File: config.mk
export PLATFORM = sky130hd
export DESIGN_NAME = sec_irq_ctrl
export DESIGN_NICKNAME = d
export VERILOG_FILES = /design/src/rtl/sic_pkg.sv /design/src/rtl/sic_regs.sv /design/src/rtl/sic_lvl_map.sv /design/src/rtl/sic_ack.sv /design/src/rtl/sec_irq_ctrl.sv
export SDC_FILE = /design/constraint.sdc
export NUM_CORES = 1
export LEC_CHECK = 0
export ABC_AREA = 1
export ABC_CLOCK_PERIOD_IN_PS = 6850
export BUFFER_PORTS_ARGS = -buffer_cell sky130_fd_sc_hd__clkbuf_2
export CAP_MARGIN = 20
export CORE_MARGIN = 5
export CORE_UTILIZATION = 55
export CTS_CLUSTER_DIAMETER = 120
export DETAILED_ROUTE_END_ITERATION = 8
export PLACE_DENSITY = 0.8
export SLEW_MARGIN = 30
export SYNTH_ARGS = -nofsm -noshare
export SYNTH_HDL_FRONTEND = slang
export SYNTH_SLANG_ARGS = --single-unit
export TNS_END_PERCENT = 5
File: constraint.sdc
create_clock -name clk -period 6.85 [get_ports clk]
set_clock_uncertainty 0.05 [all_clocks]
set_input_delay 0.685 -clock clk [delete_from_list [all_inputs] [get_ports clk]]
set_output_delay 0.685 -clock clk [all_outputs]
set_load 0.02 [all_outputs]
File: src/rtl/sic_pkg.sv
package sic_pkg;

    localparam int NUM_SRC = 64;
    localparam int LVL_W   = 4;
    localparam int REQ_W   = 3;
    localparam int VEC_W   = 8;
    localparam int DATA_W  = 32;
    localparam int ADDR_W  = 9;

    localparam logic [ADDR_W-1:0] PRIO_OFS = 9'h140;
    localparam logic [ADDR_W-1:0] SPUR_OFS = 9'h164;
    localparam logic [ADDR_W-1:0] BASE_OFS = 9'h168;

    typedef enum logic [1:0] {
        RSEL_NONE,
        RSEL_PRIO,
        RSEL_SPUR,
        RSEL_BASE
    } rsel_e;

    typedef struct packed {
        logic             valid;
        logic             hit;
        logic [VEC_W-1:0] vec;
    } ack_rsp_t;

endpackage

File: src/rtl/sic_regs.sv
module sic_regs
    import sic_pkg::*;
#(
    parameter int N_SRC  = NUM_SRC,
    parameter int FLD_W  = LVL_W,
    parameter int DW     = DATA_W,
    parameter int AW     = ADDR_W,
    parameter int VW     = VEC_W
) (
    input  logic                  clk,
    input  logic                  rst,
    input  logic                  wr,
    input  logic                  rd,
    input  logic [AW-1:0]         addr,
    input  logic [DW/8-1:0]       be,
    input  logic [DW-1:0]         wdata,
    output logic [DW-1:0]         rdata,
    output logic [N_SRC*FLD_W-1:0] prio_flat,
    output logic [VW-1:0]         base_q,
    output logic [VW-1:0]         spur_q
);

    localparam int FPW    = DW / FLD_W;
    localparam int NW     = N_SRC / FPW;
    localparam int NB     = DW / 8;
    localparam int WIDX_W = (NW > 1) ? $clog2(NW) : 1;

    logic [DW-1:0]     prio_q [NW];
    logic [AW-1:0]     word_addr;
    logic [WIDX_W-1:0] widx;
    logic              is_prio;
    rsel_e             rsel;

    assign word_addr = addr & ~AW'(3);
    assign is_prio   = (word_addr >= AW'(PRIO_OFS)) &&
                       (word_addr <  AW'(PRIO_OFS) + AW'(4 * NW));
    assign widx      = WIDX_W'((word_addr - AW'(PRIO_OFS)) >> 2);

    always_comb begin
        if (is_prio)                          rsel = RSEL_PRIO;
        else if (word_addr == AW'(SPUR_OFS))  rsel = RSEL_SPUR;
        else if (word_addr == AW'(BASE_OFS))  rsel = RSEL_BASE;
        else                                  rsel = RSEL_NONE;
    end

    always_ff @(posedge clk) begin
        if (rst) begin
            for (int w = 0; w < NW; w++) prio_q[w] <= '0;
            base_q <= '0;
            spur_q <= '0;
        end else if (wr) begin
            if (rsel == RSEL_PRIO) begin
                for (int b = 0; b < NB; b++)
                    if (be[b]) prio_q[widx][8*b +: 8] <= wdata[8*b +: 8];
            end
            if (rsel == RSEL_SPUR && be[0]) spur_q <= wdata[VW-1:0];
            if (rsel == RSEL_BASE && be[0]) base_q <= wdata[VW-1:0];
        end
    end

    always_ff @(posedge clk) begin
        if (rst) begin
            rdata <= '0;
        end else if (rd) begin
            unique case (rsel)
                RSEL_PRIO: rdata <= prio_q[widx];
                RSEL_SPUR: rdata <= {(DW-VW)'(0), spur_q};
                RSEL_BASE: rdata <= {(DW-VW)'(0), base_q};
                default:   rdata <= '0;
            endcase
        end
    end

    for (genvar w = 0; w < NW; w++) begin : g_flat
        assign prio_flat[w*DW +: DW] = prio_q[w];
    end

    AST_PRIO_HOLD: assert property (@(posedge clk) disable iff (rst)
        !wr |=> prio_flat == $past(prio_flat));

    AST_UNMAPPED_ZERO: assert property (@(posedge clk) disable iff (rst)
        (rd && rsel == RSEL_NONE) |=> rdata == '0);

    AST_RD_HOLD: assert property (@(posedge clk) disable iff (rst)
        !rd |=> $stable(rdata));

endmodule

File: src/rtl/sic_lvl_map.sv
module sic_lvl_map
    import sic_pkg::*;
#(
    parameter int N_SRC = NUM_SRC,
    parameter int FLD_W = LVL_W,
    parameter int RW    = REQ_W
) (
    input  logic                        clk,
    input  logic                        rst,
    input  logic [N_SRC-1:0]            irq_src,
    input  logic [N_SRC*FLD_W-1:0]      prio_flat,
    output logic [(1<<RW)*N_SRC-1:0]    hit_flat,
    output logic [RW-1:0]               irq_lvl
);

    localparam int NUM_LVL = 1 << RW;

    logic [NUM_LVL-1:0] lvl_any;
    logic [RW-1:0]      top_lvl;

    assign hit_flat[N_SRC-1:0] = '0;

    for (genvar n = 0; n < N_SRC; n++) begin : g_src
        for (genvar l = 1; l < NUM_LVL; l++) begin : g_lvl
            assign hit_flat[l*N_SRC + n] =
                irq_src[n] && (prio_flat[n*FLD_W +: FLD_W] == FLD_W'(l));
        end
    end

    for (genvar l = 0; l < NUM_LVL; l++) begin : g_any
        assign lvl_any[l] = |hit_flat[l*N_SRC +: N_SRC];
    end

    always_comb begin
        top_lvl = '0;
        for (int l = 0; l < NUM_LVL; l++)
            if (lvl_any[l]) top_lvl = RW'(l);
    end

    always_ff @(posedge clk) begin
        if (rst) irq_lvl <= '0;
        else     irq_lvl <= top_lvl;
    end

    AST_IDLE_NO_REQ: assert property (@(posedge clk) disable iff (rst)
        !(|irq_src) |=> irq_lvl == '0);

    AST_REQ_HAS_SRC: assert property (@(posedge clk) disable iff (rst)
        (irq_lvl != '0) |-> $past(|irq_src));

endmodule

File: src/rtl/sic_ack.sv
module sic_ack
    import sic_pkg::*;
#(
    parameter int N_SRC = NUM_SRC,
    parameter int RW    = REQ_W,
    parameter int VW    = VEC_W
) (
    input  logic                     clk,
    input  logic                     rst,
    input  logic                     ack_stb,
    input  logic [RW-1:0]            ack_lvl,
    input  logic [(1<<RW)*N_SRC-1:0] hit_flat,
    input  logic [VW-1:0]            base_q,
    input  logic [VW-1:0]            spur_q,
    output logic                     ack_valid,
    output logic [VW-1:0]            ack_vec
);

    localparam int IDX_W = $clog2(N_SRC);

    logic [N_SRC-1:0] row;
    logic             found;
    logic [IDX_W-1:0] idx;
    ack_rsp_t         rsp_d, rsp_q;

    assign row = hit_flat[ack_lvl*N_SRC +: N_SRC];

    always_comb begin
        found = 1'b0;
        idx   = '0;
        for (int i = N_SRC - 1; i >= 0; i--) begin
            if (row[i]) begin
                found = 1'b1;
                idx   = IDX_W'(i);
            end
        end
    end

    always_comb begin
        rsp_d.valid = ack_stb;
        rsp_d.hit   = found;
        rsp_d.vec   = found ? VW'(base_q + VW'(idx)) : spur_q;
    end

    always_ff @(posedge clk) begin
        if (rst) rsp_q <= '0;
        else     rsp_q <= rsp_d;
    end

    assign ack_valid = rsp_q.valid;
    assign ack_vec   = rsp_q.vec;

    AST_ACK_PULSE: assert property (@(posedge clk) disable iff (rst)
        ack_stb |=> ack_valid);

    AST_ACK_QUIET: assert property (@(posedge clk) disable iff (rst)
        !ack_stb |=> !ack_valid);

    AST_VEC_WINDOW: assert property (@(posedge clk) disable iff (rst)
        (ack_valid && rsp_q.hit) |-> (VW'(ack_vec - $past(base_q)) < N_SRC));

    AST_SPUR_RET: assert property (@(posedge clk) disable iff (rst)
        (ack_valid && !rsp_q.hit) |-> ack_vec == $past(spur_q));

endmodule

File: src/rtl/sec_irq_ctrl.sv
module sec_irq_ctrl
    import sic_pkg::*;
(
    input  logic                clk,
    input  logic                rst,
    input  logic                reg_wr,
    input  logic                reg_rd,
    input  logic [ADDR_W-1:0]   reg_addr,
    input  logic [DATA_W/8-1:0] reg_be,
    input  logic [DATA_W-1:0]   reg_wdata,
    output logic [DATA_W-1:0]   reg_rdata,
    input  logic [NUM_SRC-1:0]  irq_src,
    output logic [REQ_W-1:0]    irq_lvl,
    input  logic                ack_stb,
    input  logic [REQ_W-1:0]    ack_lvl,
    output logic                ack_valid,
    output logic [VEC_W-1:0]    ack_vec
);

    localparam int NUM_LVL = 1 << REQ_W;

    logic [NUM_SRC*LVL_W-1:0]   prio_flat;
    logic [VEC_W-1:0]           base_q;
    logic [VEC_W-1:0]           spur_q;
    logic [NUM_LVL*NUM_SRC-1:0] hit_flat;

    sic_regs u_regs (
        .clk       (clk),
        .rst       (rst),
        .wr        (reg_wr),
        .rd        (reg_rd),
        .addr      (reg_addr),
        .be        (reg_be),
        .wdata     (reg_wdata),
        .rdata     (reg_rdata),
        .prio_flat (prio_flat),
        .base_q    (base_q),
        .spur_q    (spur_q)
    );

    sic_lvl_map u_map (
        .clk       (clk),
        .rst       (rst),
        .irq_src   (irq_src),
        .prio_flat (prio_flat),
        .hit_flat  (hit_flat),
        .irq_lvl   (irq_lvl)
    );

    sic_ack u_ack (
        .clk       (clk),
        .rst       (rst),
        .ack_stb   (ack_stb),
        .ack_lvl   (ack_lvl),
        .hit_flat  (hit_flat),
        .base_q    (base_q),
        .spur_q    (spur_q),
        .ack_valid (ack_valid),
        .ack_vec   (ack_vec)
    );

    AST_RESET_IDLE: assert property (@(posedge clk)
        $past(rst) |-> (irq_lvl == '0 && !ack_valid));

endmodule

**After elaboration in Yosys (flattened, before gate mapping)**

Memory sizes are Yosys's and may differ from the RTL's.
Index checks and enable logic that the tools add are counted.

- Register bits after elaboration: 60
- Memory bits (writable): 256
- Memories kept: 1

Memories:

| name | depth | bits a word | rd ports | clocked after memory_dff | wr ports | line | RTL |
|---|---|---|---|---|---|---|---|
| u_regs.prio_q | 8 | 32 | 9 | 0 | 8 | sic_regs.sv:28 | `logic [DW-1:0] prio_q [NW];` |

- $add $sub $neg: 2
- Order comparisons: 2
- Eq/ne operators: 453
- Shifts and indexed selects: 1
- Muxes and demuxes: 165
- Reductions and logical operators: 461

Operators by type and width:

| kind | count |
|---|---|
| 4-bit by 3-bit equality test with 1-bit output, second input constant | 256 |
| 4-bit by 2-bit equality test with 1-bit output, second input constant | 128 |
| 512-bit by 10-bit variable part select with 64-bit output | 1 |
| 1-bit logical AND | 451 |
| 64-bit OR reduction | 7 |
| 6-bit two-way mux | 64 |
| 4-bit by 1-bit equality test with 1-bit output, second input constant | 64 |
| 32-bit case mux with 3 select lines | 1 |
| 1-bit two-way mux | 87 |
| 32-bit two-way mux | 1 |
| 32-bit OR reduction | 1 |
| 3-bit two-way mux | 7 |
| 7-bit equality test, second input constant | 2 |
| 9-bit >= comparator, second input constant | 1 |
| 9-bit less-than comparator, second input constant | 1 |
| 8-bit by 6-bit adder with 8-bit output | 1 |
| 8-bit two-way mux | 1 |
| 2-bit two-way mux | 3 |
| 5-bit by 1-bit subtractor with 5-bit output, second input constant | 1 |
| 2-bit equality test, second input constant | 2 |
| 4-bit two-way mux | 1 |
| 2-bit AND reduction | 2 |
| 2-bit by 1-bit equality test with 1-bit output, second input constant | 1 |

**Depth between registers and ports, before layout**

Gate-level depths: netlist of the first run.
An unclocked memory read counts as a cell.

- Word-level depth: 70
- Gate-level depth with buffers: 80
- Mapped depth without buffers: 80

**Modules after synthesis**

From an unflattened synthesis of the first run, not the netlist that was laid out.

- Cells, all modules: 4,761
- Area total of the unflattened synthesis: 28,325.9 µm²

Modules (own cells, without submodules):

| module | times used | cells each | area each (µm²) |
|---|---|---|---|
| sic_regs | 1 | 1,732 | 14,397.6 |
| sic_lvl_map | 1 | 1,790 | 8,008.9 |
| sic_ack | 1 | 1,239 | 5,919.4 |

**Worst setup path before layout of the first run**

Ideal clock, no wire load.

- Path type: input to register
- Start: input ack_lvl[0]
- End: register u_ack.rsp_q (netlist bit u_ack.ack_vec[6])
- Setup time: 0.123 ns
- Data arrival time: 5.558 ns
- Required time: 6.677 ns
- Setup slack: 1.119 ns
- Stages: 67
- Buffers on the path: 4
- Cells stage by stage: buf_6 -> buf_6 -> buf_4 -> buf_4 -> o211ai_1 -> o21ai_0 -> o22ai_1 -> nand2_1 -> nand2_1 -> nand2_1 -> nand2_1 -> nand2_1 -> nand2_1 -> nand2_1 -> nand2_1 -> nand2_1 -> nand2_1 -> nand2_1 -> [... 31 more ...] -> nand2_1 -> nand2_1 -> nand2_1 -> nand2_1 -> nand2_1 -> nand2_1 -> nand2_1 -> nand2_1 -> nand2_1 -> a21oi_1 -> ha_1 -> inv_1 -> fa_1 -> o21ai_0 -> a21oi_1 -> o21ai_0 -> xor2_1 -> a21oi_1

- Longest elaborated chain between the ends: 67
- Elaborated cells on any way between the ends: 131
- Those cells by class: add/sub (1); shift (1); mux (129)

Ends and longest elaborated chain:

| what | line | RTL |
|---|---|---|
| start, declared | sec_irq_ctrl.sv:15 | `input logic [REQ_W-1:0] ack_lvl,` |
| 512-bit by 10-bit variable part select with 64-bit output (*) | sic_ack.sv:26 | `assign row = hit_flat[ack_lvl*N_SRC +: N_SRC];` |
| 6-bit two-way mux (64 in series) | sic_ack.sv:32 | `if (row[i]) begin` |
| 8-bit by 6-bit adder with 8-bit output | sic_ack.sv:42 | `rsp_d.vec = found ? VW'(base_q + VW'(idx)) : spur_q;` |
| 8-bit two-way mux (*) | sic_ack.sv:42 |  |
| end signal, assigned | sic_ack.sv:47 | `else rsp_q <= rsp_d;` |
| end, declared | sic_ack.sv:24 | `ack_rsp_t rsp_d, rsp_q;` |

Every way passes the cells marked *; elsewhere a longest branch is shown, timed or not.
A chain may end at the register's enable or synchronous reset.

==> results.yml, run 1 <==
clock_network:
  cts_tree: "done"
  worstSkewPairLatency_ns: 0.59
  cts_buffer_depth: 3
  clk_pin_slew_worst_paths_ns: 0.07
  ctsHoldBuffers: 0
  root_buffer: "clkbuf_16"
  cts_buffers: 31
  cts.htree.levels: 1
  cts.sinks: 316
finish:
  num-nets-final: 3563
  drive_gt1_share_pct: 10.7
  diodes: 0
  area_delta_synth_final_pct: 12.6
critical_path:
  critPathRequiredTime_ns: 7.27
  critPathLaunchType: "register"
  slowest_delay_ns: 0.48
  crit_fanout: 4
  reg2reg_from: "u_regs.prio_q[7][22]"
  end_kind: "register"
  rrSetupSlack_ns: 0.46
  crit_top_cell: "nand2_1"
  crit_family: "simple AND/OR/NAND/NOR gates"
  worstPathArrival_ns: 6.81
  worst-path-stages: 77
  crit_type: "register to register"
  cp_slowest_cell: "edfxtp_1"
  r2r-end: "u_ack.ack_vec[6]"
  crit_buf_inv: 2
  rr_worst_depth: 77
sta:
  post-route-period-util_pct: 93.3
  finalHoldViolations: 0
  drv_slew: 0
  tns_ns: 0
  worst_slew_pin_slew_ns: 0.985
  holdWs_ns: 0.253
  grt_setup_unrepaired: "true"
  fin_crit_ns: 6.39
  final-setup-viol-count: 0
  worst_slack_ns: 0.457
  slew_headroom_pct: 34.1
  max_freq_mhz: 156
placement:
  place_ws_ns: -0.0157
  port_buffers: 158
  gp_congestion: 1.07
  dpl.hpwl_um: 80400
hold_path:
  hold_path_depth: 3
  hold_end: "u_ack.ack_valid"
  hp-start: "ack_stb"
  hp-class: "input port to register"
global_routing:
  grt.total_usage_pct: 43.3
  grt_overflow: 0
  grt_pass1_wl_um: 147000
  first_global_vias: 23700
  grt_max_degree: 83
  antenna_found_initial: 0
pwr:
  p_leak_nw: 10.9
  ir_drop_mv: 0.247
  power.density_mw_per_mm2: 196
yosys:
  syn_area_mm2: 0.0226
  synth_edf_count: 256
  syn-num-nets: 3405
  synth_common_cells: "659 x nor2_1, 583 x nand2_1, 441 x inv_1, 256 x edfxtp_1, 211 x o21ai_0"
  synth-async-reset-ratio_pct: 0
  synth_seq_cells: 316
  syn_inst: 3281
  ys.flop_type: "edfxtp_1"
  yosys_warnings: 0
  synth.most_common_cell: "nor2_1"
  yosysUniqueCellTypes: 53
  ys_seq_area_share_pct: 39.3
  yosysTopAreaCell: "edfxtp_1"
  synth_area_leaders: "edfxtp_1 34%, nor2_1 11%, nand2_1 9.7%"
  netlist.area_leader.share_pct: 34.0
  syn_area_per_cell_um2: 6.89
die:
  io_pins: 161
  chipWidth_um: 213
  rows: 74
  design.die.area_mm2: 0.0453
  core_mm2: 0.0407
  start_util_pct: 55.5
  dieHeight_um: 213
drt:
  ant_nets: 0
  wl_um: 103000
  drc_errors: 0
  wl_per_cell_um: 25.7
  vias: 26300
  via_per_inst: 6.57
  dr.pass1.iters: 9
  drt_iter0_drc: 5124
run:
  drv_cap: 0
outcome:
  outcome: "completed"
## layout make-up
class | count | area [µm²]
Fill cell | 3629 | 15300
Clock buffer | 37 | 818
Inverter | 458 | 1720
Multi-Input combinational cell | 2390 | 11700
Clock inverter | 21 | 269
Sequential cell | 316 | 8890
Tap cell | 532 | 666
Timing Repair Buffer | 242 | 1430
## where the power goes
part | switching (mW) | internal, mW
clock | 0.775 | 1.05
sequential | 0.120 | 2.16
combinational | 0.645 | 0.246
## routing by layer
metal / up-vias / GRT usage (%) / part of all wire, %
met1: 12000 / 59.8 / 37
met2: 2285 / 62.8 / 41
li1: 11600 / - / -
met5: - / 0 / 0
met3: 441 / 9.59 / 14
met4: 0 / 25.6 / 8.0
## sequential cells by signal (all words and copies together) (netlist names)
name / cells
u_ack.ack_vec: 8
u_regs.spur_q: 8
u_ack.ack_valid: 1
u_regs.rdata: 32
u_regs.base_q: 8
u_regs.prio_q: 256
u_map.irq_lvl: 3
## through the flow
stage | cell area (µm²) | util, % | power, mW | instances
6_report | 25500 | 62.5 | 5.00 | 3996
4_1_cts | 25100 | 61.7 | 4.91 | 3976
2_1_floorplan | 22600 | - | 2.77 | 3281
3_3_place_gp | 24000 | 59.0 | 3.12 | 3918
5_1_grt | 25500 | 62.5 | 5.12 | 3996
3_5_place_dp | 24000 | 59.0 | 3.13 | 3918
## logic make-up (layout without fill, tap and decap cells)
logic type,Yosys count,count (layout),share of synthesized area [%]
xor+xnor,8,8,0.310
fa+ha+maj,7,7,0.421
buf+inv,575,758,9.98
flops,316,316,39.3
simple gates,1706,1706,32.0
compound gates,669,669,18.0
## placed cells by master (no fill, tap or decap), drive strengths merged, types with 3 or more instances in the layout
master    count
or4           4
edfxtp      256
nor2        663
o32ai        18
o22ai        76
inv         457
nor4         48
o2111ai      27
buf          85
nor3        139
o31ai         4
clkbuf      194
xnor2         3
o211ai       26
bufinv        5
a2111oi      10
a22oi        12
clkinv       13
xor2          5
a31oi        12
or2           3
o221ai       14
o21ai       226
nand4        78
a21oi       182
a32o         12
ha            6
nor3b        12
dfxtp        60
a221oi       38
nand2       585
clkinvlp      4
nand3       169
## how the worst max path moves through the flow
| stage | startpoint | slack, ns | end |
|---|---|---|---|
| after global routing | u_regs.prio_q[7][7] | -0.35 | u_ack.ack_vec[6] |
| after detailed placement | ack_lvl[0] | -0.02 | u_ack.ack_vec[6] |
| after floorplan | ack_lvl[0] | 1.12 | u_ack.ack_vec[6] |
| after global placement | ack_lvl[0] | 0.03 | u_ack.ack_vec[6] |
| final | u_regs.prio_q[7][22] | 0.46 | u_ack.ack_vec[6] |
| after CTS | u_regs.prio_q[7][23] | 0.23 | u_ack.ack_vec[6] |
## worst reg2reg max path, delay by kind of cell (launching register included)
family	cells	cell delay, ns
simple gates	66	4.14
compound gates	6	0.85
flops	1	0.48
fa+ha+maj	2	0.47
buf+inv	2	0.19
xor+xnor	1	0.19
## repair_timing
item,in CTS,in global routing
resized for setup,0,53
setup endpoints to repair,0,7
hold endpoints to repair,0,0
setup buffers,0,20
No activity file was read; power rests on OpenSTA's default activity.
==> run 2, diff against run 1 <==
CELL_PAD_IN_SITES_DETAIL_PLACEMENT = 0   (was unset)
CELL_PAD_IN_SITES_GLOBAL_PLACEMENT = 1   (was unset)
CORE_UTILIZATION = 45   (was 55)
PLACE_DENSITY = 0.88   (was 0.8)
==> results.yml, run 2 (same netlist as run 1, synthesis figures left out) <==
critical_path:
  crit_top_cell: "nand2_1"
  critPathLaunchType: "register"
  cp_slowest_cell: "edfxtp_1"
  rr_worst_depth: 78
  slowest_delay_ns: 0.45
  end_kind: "register"
  critPathRequiredTime_ns: 7.24
  crit_family: "simple AND/OR/NAND/NOR gates"
  rrSetupSlack_ns: 0.49
  crit_buf_inv: 3
  worstPathArrival_ns: 6.76
  crit_fanout: 4
  reg2reg_from: "u_regs.prio_q[7][23]"
  r2r-end: "u_ack.ack_vec[6]"
  crit_type: "register to register"
clock_network:
  cts.htree.levels: 2
  root_buffer: "clkbuf_16"
  cts_buffer_depth: 3
  worstSkewPairLatency_ns: 0.56
  cts_tree: "done"
  cts.sinks: 316
  cts_buffers: 36
  clk_pin_slew_worst_paths_ns: 0.06
  ctsHoldBuffers: 0
sta:
  fin_crit_ns: 6.36
  slew_headroom_pct: 32.3
  drv_slew: 0
  final-setup-viol-count: 0
  post-route-period-util_pct: 92.9
  worst_slack_ns: 0.489
  worst_slew_pin_slew_ns: 1.01
  finalHoldViolations: 0
  max_freq_mhz: 157
  grt_setup_unrepaired: "true"
finish:
  drive_gt1_share_pct: 10.8
  top_register: "u_regs.prio_q"
  num-nets-final: 3576
  area_delta_synth_final_pct: 14.1
  largest_register_ff_count: 256
  reg_top3: "u_regs.prio_q: 256 flops, u_regs.rdata: 32 flops"
  n_fill_cell: 4962
  final_cell_mix: "651 x nor2_1, 578 x nand2_1, 435 x inv_1"
  finish.utilization_pct: 51.6
  final_common_cell: "nor2_1"
drt:
  wl_per_cell_um: 26.4
  ant_nets: 0
  drc_errors: 0
  dr.pass1.iters: 6
  via_per_inst: 6.24
  vias: 25900
  drt_iter0_drc: 3959
  wl_um: 110000
pwr:
  p_sw_share_pct: 31.1
  ir_drop_mv: 0.332
  p_clk_share_pct: 38.2
  pwr-share-comb_pct: 17.6
  pwr-share-seq_pct: 44.2
  p_sw_mw: 1.60
  p_leak_nw: 11.0
  p_int_mw: 3.55
  power.density_mw_per_mm2: 200
die:
  core_mm2: 0.0500
  start_util_pct: 45.2
  rows: 82
  io_pins: 161
  design.die.area_mm2: 0.0548
  chipWidth_um: 234
  dieHeight_um: 234
hold_path:
  hp-start: "ack_stb"
  hold_path_depth: 3
  hold_end: "u_ack.ack_valid"
  hp-class: "input port to register"
placement:
  port_buffers: 158
  gp_congestion: 1.02
  dpl.hpwl_um: 87100
  place_ws_ns: -0.0554
global_routing:
  grt_max_degree: 65
  antenna_found_initial: 3
  grt_overflow: 0
  grt.total_usage_pct: 38.4
  grt_pass1_wl_um: 154000
  first_global_vias: 23100
outcome:
  outcome: "completed"
run:
  drv_cap: 0
==> run 2: cell types whose count changed in the layout (fill, tap and decap cells not counted), sizes merged <==
cell,change
buf,+8
bufinv,-2
clkinv,+8
clkinvlp,-2
clkbuf,+4
diode,+2
==> run 2: worst register-to-register path, delay by kind of cell (launching register included) <==
family / cells / cell delay, ns
flip-flops: 1 / 0.45
buffers and inverters: 3 / 0.28
AO/OA/AOI/OAI: 5 / 0.66
XOR/XNOR: 1 / 0.16
AND/OR/NAND/NOR: 67 / 4.18
adder cells (fa/ha/maj): 2 / 0.48
==> run 2: final cells by class <==
class	instances	area, µm²	area share, %
multi-input combinational	2390	11600	45.1
sequential	316	8890	34.5
inverter	458	1720	6.67
timing repair buffer	250	1510	5.87
clock buffer	41	966	3.75
tap	672	841	3.26
clock inverter	25	235	0.912
antenna	2	5.00	0.0194
==> run 2: metrics by stage <==
stage / instances / area [µm²] / hold slack, ns / total power, mW / setup TNS [ns]
6_report: 4154 / 25800 / 0.288 / 5.15 / 0
5_1_grt: 4152 / 25800 / 0.304 / 5.29 / -0.547
4_1_cts: 4140 / 25600 / 0.277 / 5.09 / 0
3_5_place_dp: 4074 / 24400 / 0.405 / 3.17 / -0.0554
3_3_place_gp: 4074 / 24400 / 0.395 / 3.16 / -0.0709
2_1_floorplan: 3281 / 22600 / 0.384 / 2.77 / 0
==> run 2: timing repair <==
action / 4_1_cts / 5_1_grt
resized for setup: 0 / 39
setup endpoints to repair: 0 / 7
setup buffers: 0 / 12
==> run 2: layer usage <==
| layer | vias to the layer above | GRT usage, % | part of all wire [%] |
|---|---|---|---|
| met4 | 0 | 19.9 | 6.4 |
| met3 | 303 | 7.52 | 12 |
| li1 | 11600 | - | - |
| met1 | 12100 | 54.4 | 41 |
| met2 | 1931 | 55.7 | 41 |
| met5 | - | 0 | 0 |
==> run 2: worst max path at each step <==
stage	slack, ns	from	endpoint	cells after the start
after floorplan	1.12	ack_lvl[0]	u_ack.ack_vec[6]	67
after global placement	-0.07	irq_src[61]	u_ack.ack_vec[6]	78
after detailed placement	-0.06	irq_src[61]	u_ack.ack_vec[6]	78
after CTS	0.20	u_regs.prio_q[7][22]	u_ack.ack_vec[6]	76
after global routing	-0.22	u_regs.prio_q[7][31]	u_ack.ack_vec[6]	78
final	0.49	u_regs.prio_q[7][23]	u_ack.ack_vec[6]	78
==> run 2: power by group through the flow <==
stage                     combinational (mW)  clock [mW]  sequential (mW)
final                                  0.907        1.97             2.28
after global routing                   0.959        2.04             2.28
after CTS                              0.862        1.96             2.27
after detailed placement               0.857           0             2.31
after global placement                 0.850           0             2.31
after floorplan                        0.500           0             2.27
